$ cat src/rtl/xbus_pkg.sv
package xbus_pkg;
  localparam int WAIT_W = 4;
  localparam int DIV_W  = 2;
  localparam int TCNT_W = (1 << DIV_W) - 1;
  localparam int DW     = 16;
  localparam int BW     = DW / 2;

  typedef enum logic [2:0] {PH_IDLE, PH_SETUP, PH_STROBE, PH_HOLD, PH_DONE} phase_e;

  typedef struct packed {
    logic              wide;
    logic              act_high;
    logic              hold_ext;
    logic [DIV_W-1:0]  div_code;
    logic [1:0]        mode;
    logic [WAIT_W-1:0] wr_wait;
    logic [WAIT_W-1:0] rd_wait;
  } space_cfg_t;

  localparam int CFG_W = $bits(space_cfg_t);

  // core clocks per divided clock
  function automatic int unsigned div_ratio(input logic [DIV_W-1:0] code);
    return 32'd1 << code;
  endfunction

  // strobe completion rule per mode
  function automatic logic strobe_may_end(input logic [1:0] mode, input logic count_ok,
                                          input logic ext_ok);
    case (mode)
      2'd1:    return count_ok && ext_ok;
      2'd2:    return count_ok || ext_ok;
      default: return count_ok;
    endcase
  endfunction

  // zero enables mean the whole word
  function automatic logic [1:0] lanes_of(input logic [1:0] be);
    return (be == 2'b00) ? 2'b11 : be;
  endfunction
endpackage

$ cat src/rtl/xbus_cfg_bank.sv
module xbus_cfg_bank
  import xbus_pkg::*;
#(
  parameter int NSPACE = 6,
  parameter int SIDX_W = 3,
  parameter logic [CFG_W-1:0] RST_CFG = 15'h40FF
) (
  input  logic              clk,
  input  logic              rst_n,
  input  logic              wr_en,
  input  logic [SIDX_W-1:0] wr_idx,
  input  logic [CFG_W-1:0]  wr_data,
  input  logic [SIDX_W-1:0] rd_idx,
  output space_cfg_t        rd_cfg
);
  space_cfg_t regs [NSPACE];

  always_ff @(posedge clk or negedge rst_n) begin
    if (!rst_n) begin
      for (int i = 0; i < NSPACE; i++) regs[i] <= space_cfg_t'(RST_CFG);
    end else if (wr_en) begin
      for (int i = 0; i < NSPACE; i++)
        if (wr_idx == SIDX_W'(i)) regs[i] <= space_cfg_t'(wr_data);
    end
  end

  always_comb begin
    rd_cfg = space_cfg_t'(RST_CFG);
    for (int i = 0; i < NSPACE; i++)
      if (rd_idx == SIDX_W'(i)) rd_cfg = regs[i];
  end
endmodule

$ cat src/rtl/xbus_tick.sv
module xbus_tick
  import xbus_pkg::*;
(
  input  logic             clk,
  input  logic             rst_n,
  input  logic             run,
  input  logic [DIV_W-1:0] div_code,
  output logic             tick
);
  logic [TCNT_W-1:0] cnt;
  logic [TCNT_W-1:0] last;

  assign last = TCNT_W'(div_ratio(div_code) - 32'd1);
  assign tick = run && (cnt == last);

  always_ff @(posedge clk or negedge rst_n) begin
    if (!rst_n)             cnt <= '0;
    else if (!run || tick)  cnt <= '0;
    else                    cnt <= cnt + 1'b1;
  end


  tick_range_chk: assert property (@(posedge clk) disable iff (!rst_n) cnt <= last);
endmodule

$ cat src/rtl/xbus_lane.sv
module xbus_lane
  import xbus_pkg::*;
(
  input  logic          wide,
  input  logic          lane,
  input  logic [1:0]    lanes,
  input  logic [DW-1:0] wdata,
  input  logic [DW-1:0] din,
  input  logic [DW-1:0] rdata_q,
  output logic [DW-1:0] dout,
  output logic [1:0]    be_n,
  output logic [DW-1:0] rdata_next
);
  always_comb begin
    if (wide) begin
      dout       = wdata;
      be_n       = ~lanes;
      rdata_next = din;
    end else begin
      dout       = {{BW{1'b0}}, lane ? wdata[DW-1:BW] : wdata[BW-1:0]};
      be_n       = 2'b10;
      rdata_next = rdata_q;
      if (lane) rdata_next[DW-1:BW] = din[BW-1:0];
      else      rdata_next[BW-1:0]  = din[BW-1:0];
    end
  end
endmodule

$ cat src/rtl/xbus_sequencer.sv
module xbus_sequencer
  import xbus_pkg::*;
#(
  parameter int ADDR_W = 16,
  parameter int NSPACE = 6,
  parameter logic [CFG_W-1:0] RST_CFG = 15'h40FF,
  localparam int SIDX_W = $clog2(NSPACE)
) (
  input  logic              clk,
  input  logic              rst_n,
  input  logic              req,
  input  logic [SIDX_W-1:0] req_space,
  input  logic              req_write,
  input  logic [ADDR_W-1:0] req_addr,
  input  logic [DW-1:0]     req_wdata,
  input  logic [1:0]        req_be,
  output logic              req_ack,
  output logic [DW-1:0]     req_rdata,
  input  logic              cfg_we,
  input  logic [SIDX_W-1:0] cfg_idx,
  input  logic [CFG_W-1:0]  cfg_wdata,
  output logic [ADDR_W:0]   bus_addr,
  output logic [DW-1:0]     bus_dout,
  input  logic [DW-1:0]     bus_din,
  output logic [1:0]        bus_be_n,
  output logic              bus_rd,
  output logic              bus_wr,
  output logic [NSPACE-1:0] bus_sel_n,
  input  logic              bus_ack
);
  phase_e            ph;
  space_cfg_t        cfg_pick, cur;
  logic [SIDX_W-1:0] cur_sp;
  logic [ADDR_W-1:0] cur_addr;
  logic [DW-1:0]     cur_wd, rdata_q, rdata_next;
  logic [1:0]        cur_lanes, req_lanes;
  logic              cur_wr, lane, more, hold_x;
  logic [WAIT_W-1:0] wcnt, wait_sel;

  // named internal events
  logic run, tick, accept, count_ok, strobe_end, rd_on, wr_on;

  xbus_cfg_bank #(.NSPACE(NSPACE), .SIDX_W(SIDX_W), .RST_CFG(RST_CFG)) u_cfg (
    .clk(clk), .rst_n(rst_n), .wr_en(cfg_we), .wr_idx(cfg_idx), .wr_data(cfg_wdata),
    .rd_idx(req_space), .rd_cfg(cfg_pick));

  xbus_tick u_tick (
    .clk(clk), .rst_n(rst_n), .run(run), .div_code(cur.div_code), .tick(tick));

  xbus_lane u_lane (
    .wide(cur.wide), .lane(lane), .lanes(cur_lanes), .wdata(cur_wd), .din(bus_din),
    .rdata_q(rdata_q), .dout(bus_dout), .be_n(bus_be_n), .rdata_next(rdata_next));

  assign req_lanes  = lanes_of(req_be);
  assign run        = (ph == PH_SETUP) || (ph == PH_STROBE) || (ph == PH_HOLD);
  assign accept     = (ph == PH_IDLE) && req;
  assign wait_sel   = cur_wr ? cur.wr_wait : cur.rd_wait;
  assign count_ok   = (wcnt >= wait_sel);
  assign strobe_end = (ph == PH_STROBE) && tick && strobe_may_end(cur.mode, count_ok, bus_ack);

  always_ff @(posedge clk or negedge rst_n) begin
    if (!rst_n) begin
      ph        <= PH_IDLE;
      cur       <= space_cfg_t'(RST_CFG);
      cur_sp    <= '0;
      cur_addr  <= '0;
      cur_wd    <= '0;
      cur_lanes <= 2'b11;
      cur_wr    <= 1'b0;
      lane      <= 1'b0;
      more      <= 1'b0;
      hold_x    <= 1'b0;
      wcnt      <= '0;
      rdata_q   <= '0;
    end else begin
      case (ph)
        PH_IDLE: if (accept) begin
          ph        <= PH_SETUP;
          cur       <= cfg_pick;
          cur_sp    <= req_space;
          cur_addr  <= req_addr;
          cur_wd    <= req_wdata;
          cur_wr    <= req_write;
          cur_lanes <= req_lanes;
          lane      <= !cfg_pick.wide && !req_lanes[0];
          more      <= !cfg_pick.wide && (req_lanes == 2'b11);
          rdata_q   <= '0;
        end
        PH_SETUP: if (tick) begin
          ph   <= PH_STROBE;
          wcnt <= '0;
        end
        PH_STROBE: begin
          if (strobe_end) begin
            ph     <= PH_HOLD;
            hold_x <= cur_wr && cur.hold_ext;
            if (!cur_wr) rdata_q <= rdata_next;
          end else if (tick && (wcnt != '1)) begin
            wcnt <= wcnt + 1'b1;
          end
        end
        PH_HOLD: if (tick) begin
          if (hold_x) hold_x <= 1'b0;
          else if (more) begin
            ph   <= PH_SETUP;
            lane <= 1'b1;
            more <= 1'b0;
          end else ph <= PH_DONE;
        end
        PH_DONE: ph <= PH_IDLE;
        default: ph <= PH_IDLE;
      endcase
    end
  end

  assign rd_on     = (ph == PH_STROBE) && !cur_wr;
  assign wr_on     = (ph == PH_STROBE) && cur_wr;
  assign bus_rd    = cur.act_high ? rd_on : !rd_on;
  assign bus_wr    = cur.act_high ? wr_on : !wr_on;
  assign bus_addr  = {cur_addr, cur.wide ? 1'b0 : lane};
  assign req_ack   = (ph == PH_DONE);
  assign req_rdata = rdata_q;

  for (genvar g = 0; g < NSPACE; g++) begin : g_sel
    assign bus_sel_n[g] = !(run && (cur_sp == SIDX_W'(g)));
  end


  strobe_excl_chk: assert property (@(posedge clk) disable iff (!rst_n) !(rd_on && wr_on));

  sel_onehot_chk: assert property (@(posedge clk) disable iff (!rst_n) $onehot0(~bus_sel_n));

  ack_pulse_chk: assert property (@(posedge clk) disable iff (!rst_n) req_ack |=> !req_ack);

  mode1_ack_chk: assert property (@(posedge clk) disable iff (!rst_n)
    (strobe_end && cur.mode == 2'd1) |-> bus_ack);

  strobe_leave_chk: assert property (@(posedge clk) disable iff (!rst_n)
    ($past(ph) == PH_STROBE && ph != PH_STROBE) |-> $past(tick));

  cfg_frozen_chk: assert property (@(posedge clk) disable iff (!rst_n)
    (ph != PH_IDLE && $past(ph) != PH_IDLE) |-> $stable(cur));
endmodule

$ cat config.mk
export PLATFORM = sky130hd
export DESIGN_NAME = xbus_sequencer
export DESIGN_NICKNAME = d
export VERILOG_FILES = /design/src/rtl/xbus_pkg.sv /design/src/rtl/xbus_cfg_bank.sv /design/src/rtl/xbus_tick.sv /design/src/rtl/xbus_lane.sv /design/src/rtl/xbus_sequencer.sv
export SDC_FILE = /design/constraint.sdc
export NUM_CORES = 1
export LEC_CHECK = 0
export BUFFER_PORTS_ARGS = -buffer_cell sky130_fd_sc_hd__buf_4
export CORE_MARGIN = 5
export CORE_UTILIZATION = 35
export CTS_CLUSTER_SIZE = 14
export DETAILED_ROUTE_END_ITERATION = 6
export PLACE_DENSITY_LB_ADDON = 0.3
export SLEW_MARGIN = 20
export SYNTH_ARGS = -nofsm -noshare
export SYNTH_HDL_FRONTEND = slang
export SYNTH_SLANG_ARGS = --single-unit
export TNS_END_PERCENT = 30
$ cat constraint.sdc
create_clock -name clk -period 3.1 [get_ports clk]
set_clock_uncertainty 0.15 [all_clocks]
set_input_delay 0.31 -clock clk [delete_from_list [all_inputs] [get_ports clk]]
set_output_delay 0.31 -clock clk [all_outputs]
set_load 0.005 [all_outputs]
==> impl_metrics.ini <==
[synthesis]
syn-num-nets = 805
synth_largest_area_cell = dfrtp_1
async_reset_ff_share_pct = 100
ys_warn_count = 0
syn_area_mm2 = 0.00808
synth.most_common_cell = nand2_1
synth_edf_count = 0
ys.flop_type = dfrtp_1
ys_top_cells_by_count = nand2_1 (169), dfrtp_1 (107), mux2_2 (102)
yosysTopAreaCellShare_pct = 33.2
avgSynthCellArea_um2 = 11.2
synthCells = 718
yosysUniqueCellTypes = 54
synth_area_leaders = dfrtp_1 (33%), dfstp_2 (21%), mux2_2 (14%)
yosysSeqAreaShare_pct = 54.3
synth_seq_cells = 172

[die]
start_util_pct = 35.6
core_mm2 = 0.0227
ios = 137
die_y_um = 162
rows = 55
dieArea_mm2 = 0.0262
die_x_um = 162

[pwr]
p_leak_uw = 0.00483
power.density_mw_per_mm2 = 843
peakVddDrop_mv = 0.391

[worst_setup_path]
reg2reg_depth = 7
cpMaxStageDelayCell = dfrtp_1
critPathCaptureType = register
worstPathCellList = mux2_2 > ha_1 > nand2b_1 > a31oi_1 > o211ai_2 > a41o_1 > o22ai_1
startpoint = cur_wr
cp-start-kind = register
r2r_end = req_rdata[15]
reg2reg_from = cur_wr
critical-path-top-delay-family = compound AO/OA/AOI/OAI gates
cp.depth = 7
max_stage_delay_ns = 0.52
critPathRequiredTime_ns = 3.24
path_buf_inv = 0
r2r_slack_ns = 0.45
worstPathArrival_ns = 2.79
worstSetupEndpoint = req_rdata[15]
path_max_fanout = 9
worstSetupPathType = register to register

[detailed_routing]
route.antenna.remaining_nets = 0
routed_via_density = 4.99
drc = 0
first_iter_violations = 354
route.detailed.wl_per_inst_um = 16.7
num_vias = 5963
dr.pass1.iters = 5
wirelength_um = 20000

[sta]
worst_pin_slew_ns = 0.876
period_share_pct = 85.5
drv_slew = 0
slew_headroom_pct = 41.4
finalSetupViolations = 0
finalSetupTns_ns = 0
holdWs_ns = 0.0188
hold_viol_final = 0
rsz0062_at_grt = false
setup_slack_ns = 0.450
fin_crit_ns = 2.65
fmax_mhz = 377

[place]
placed_cell_area_mm2 = 0.00943
placement.io_buffers = 136
hpwlAfterDp_um = 13500
place_ws_ns = 0.493
gp_congestion = 0.798

[cts]
numClockSinks = 172
cts_buffer_depth = 2
cts-buffers-inserted = 17
cts_tree = built
cts-resized-gates = 0
clkLatencyLatePin_ns = 0.43
cts.htree.levels = 4
clock-root-buffer = clkbuf_16
clk_pin_slew_worst_paths_ns = 0.07

[layout]
nNetsFinal = 983
drive_above_1_share_pct = 40.3
antenna_cells = 0
area_growth_pct = 30.4
final_area_mm2 = 0.0105

[global_routing]
grt_use_total_pct = 15.5
grt_pass1_wl_um = 32800
grt_start_max_net_pins = 63
grt-ovfl-total = 0
antenna_found_initial = 1
grt_pass1_vias = 6124

[hold_path]
hp-class = input pin to register
worstHoldStart = cfg_wdata[1]

[outcome]
status = complete, no violations

[run]
drv_cap = 0
## layout make-up
type / instances / area (µm²)
Clock inverter: 13 / 190
Clock buffer: 19 / 453
Timing Repair Buffer: 199 / 1640
Tap cell: 285 / 357
Sequential cell: 172 / 4390
Multi-Input combinational cell: 488 / 3440
Inverter: 18 / 67.6
Fill cell: 2095 / 12200
## how the worst min path moves through the flow
stage | end | slack [ns] | depth (start not counted)
global placement | cur_wd[15] | 0.19 | 1
CTS | u_cfg.regs[50] | 0.00008 | 2
floorplan | cur[10] | -0.14 | 0
global route | u_cfg.regs[79] | 0.007 | 2
finish | u_cfg.regs[46] | 0.02 | 2
detailed placement | cur_wd[15] | 0.19 | 1
## layer usage
| metal | up-vias | share of wire [%] | track usage [%] |
|---|---|---|---|
| li1 | 2841 | - | - |
| met1 | 2956 | 47 | 20.9 |
| met2 | 153 | 47 | 25.7 |
| met3 | 11 | 5.3 | 3.78 |
| met4 | 2 | 0.59 | 3.11 |
| met5 | - | 0.065 | 0 |
## placed cells by master, fill, tap and decap left out, types with 3 or more instances in the layout
cell           instances
mux2_2               102
bufinv_16              4
nand2_1              168
inv_1                 18
nor2_1                18
clkinvlp_4             4
and2_1                11
a22oi_1                8
o221ai_1               7
a21o_1                 3
nand2b_1               4
dfstp_2               65
buf_4                150
a21oi_1               11
nor2b_1                8
clkinv_4               3
clkbuf_16             17
mux2_1                 3
o22ai_1                9
a211oi_1               3
o21ai_0               31
dlygate4sd3_1         46
mux4_2                 3
nor3_1                 3
ha_1                  10
dfrtp_1              107
nand3_1                9
mux2i_1               36
a222oi_1               5
## report_power, final
group | total [µW] | switching [µW] | internal (µW)
clock | 2310 | 908 | 1400
sequential | 3660 | 525 | 3140
combinational | 2910 | 1420 | 1490
## cell families after synthesis
kind of cell,count (synthesis),share of synthesized area (%)
buf+inv,58,3.15
xor+xnor,3,0.325
simple gates,245,13.6
compound gates,86,7.10
mux,144,19.9
fa+ha+maj,10,1.55
flops,172,54.3
## metrics by stage
| stage | total power, µW | util (%) | instances |
|---|---|---|---|
| 5_1_grt | 9490 | 46.4 | 1194 |
| 6_report | 8880 | 46.4 | 1194 |
| 3_5_place_dp | 6580 | 41.5 | 1116 |
| 2_1_floorplan | 5390 | - | 718 |
| 4_1_cts | 8970 | 46.3 | 1193 |
| 3_3_place_gp | 6520 | 41.5 | 1116 |
## what timing repair did
action                                  4_1_cts  5_1_grt
endpoints found under the setup margin        0        0
endpoints found under the hold margin        89        1
setup buffers                                 0        0
hold buffers                                 45        1
## worst register-to-register path, cell delays in order (launching register included)
cell,delay [ns]
dfrtp_1,0.52
mux2_2,0.38
ha_1,0.26
nand2b_1,0.09
a31oi_1,0.09
o211ai_2,0.48
a41o_1,0.42
o22ai_1,0.12
## state kept, by name, summed over array words and instances (netlist names)
register and flops:
req_rdata 16, u_cfg.regs 90, lane 1, cur_addr 16, cur_wr 1, more 1
u_tick.cnt 3, cur_wd 16, ph 3, wcnt 4, cur 15, cur_sp 3
cur_lanes 2, hold_x 1
No activity file was read; power rests on OpenSTA's default activity.
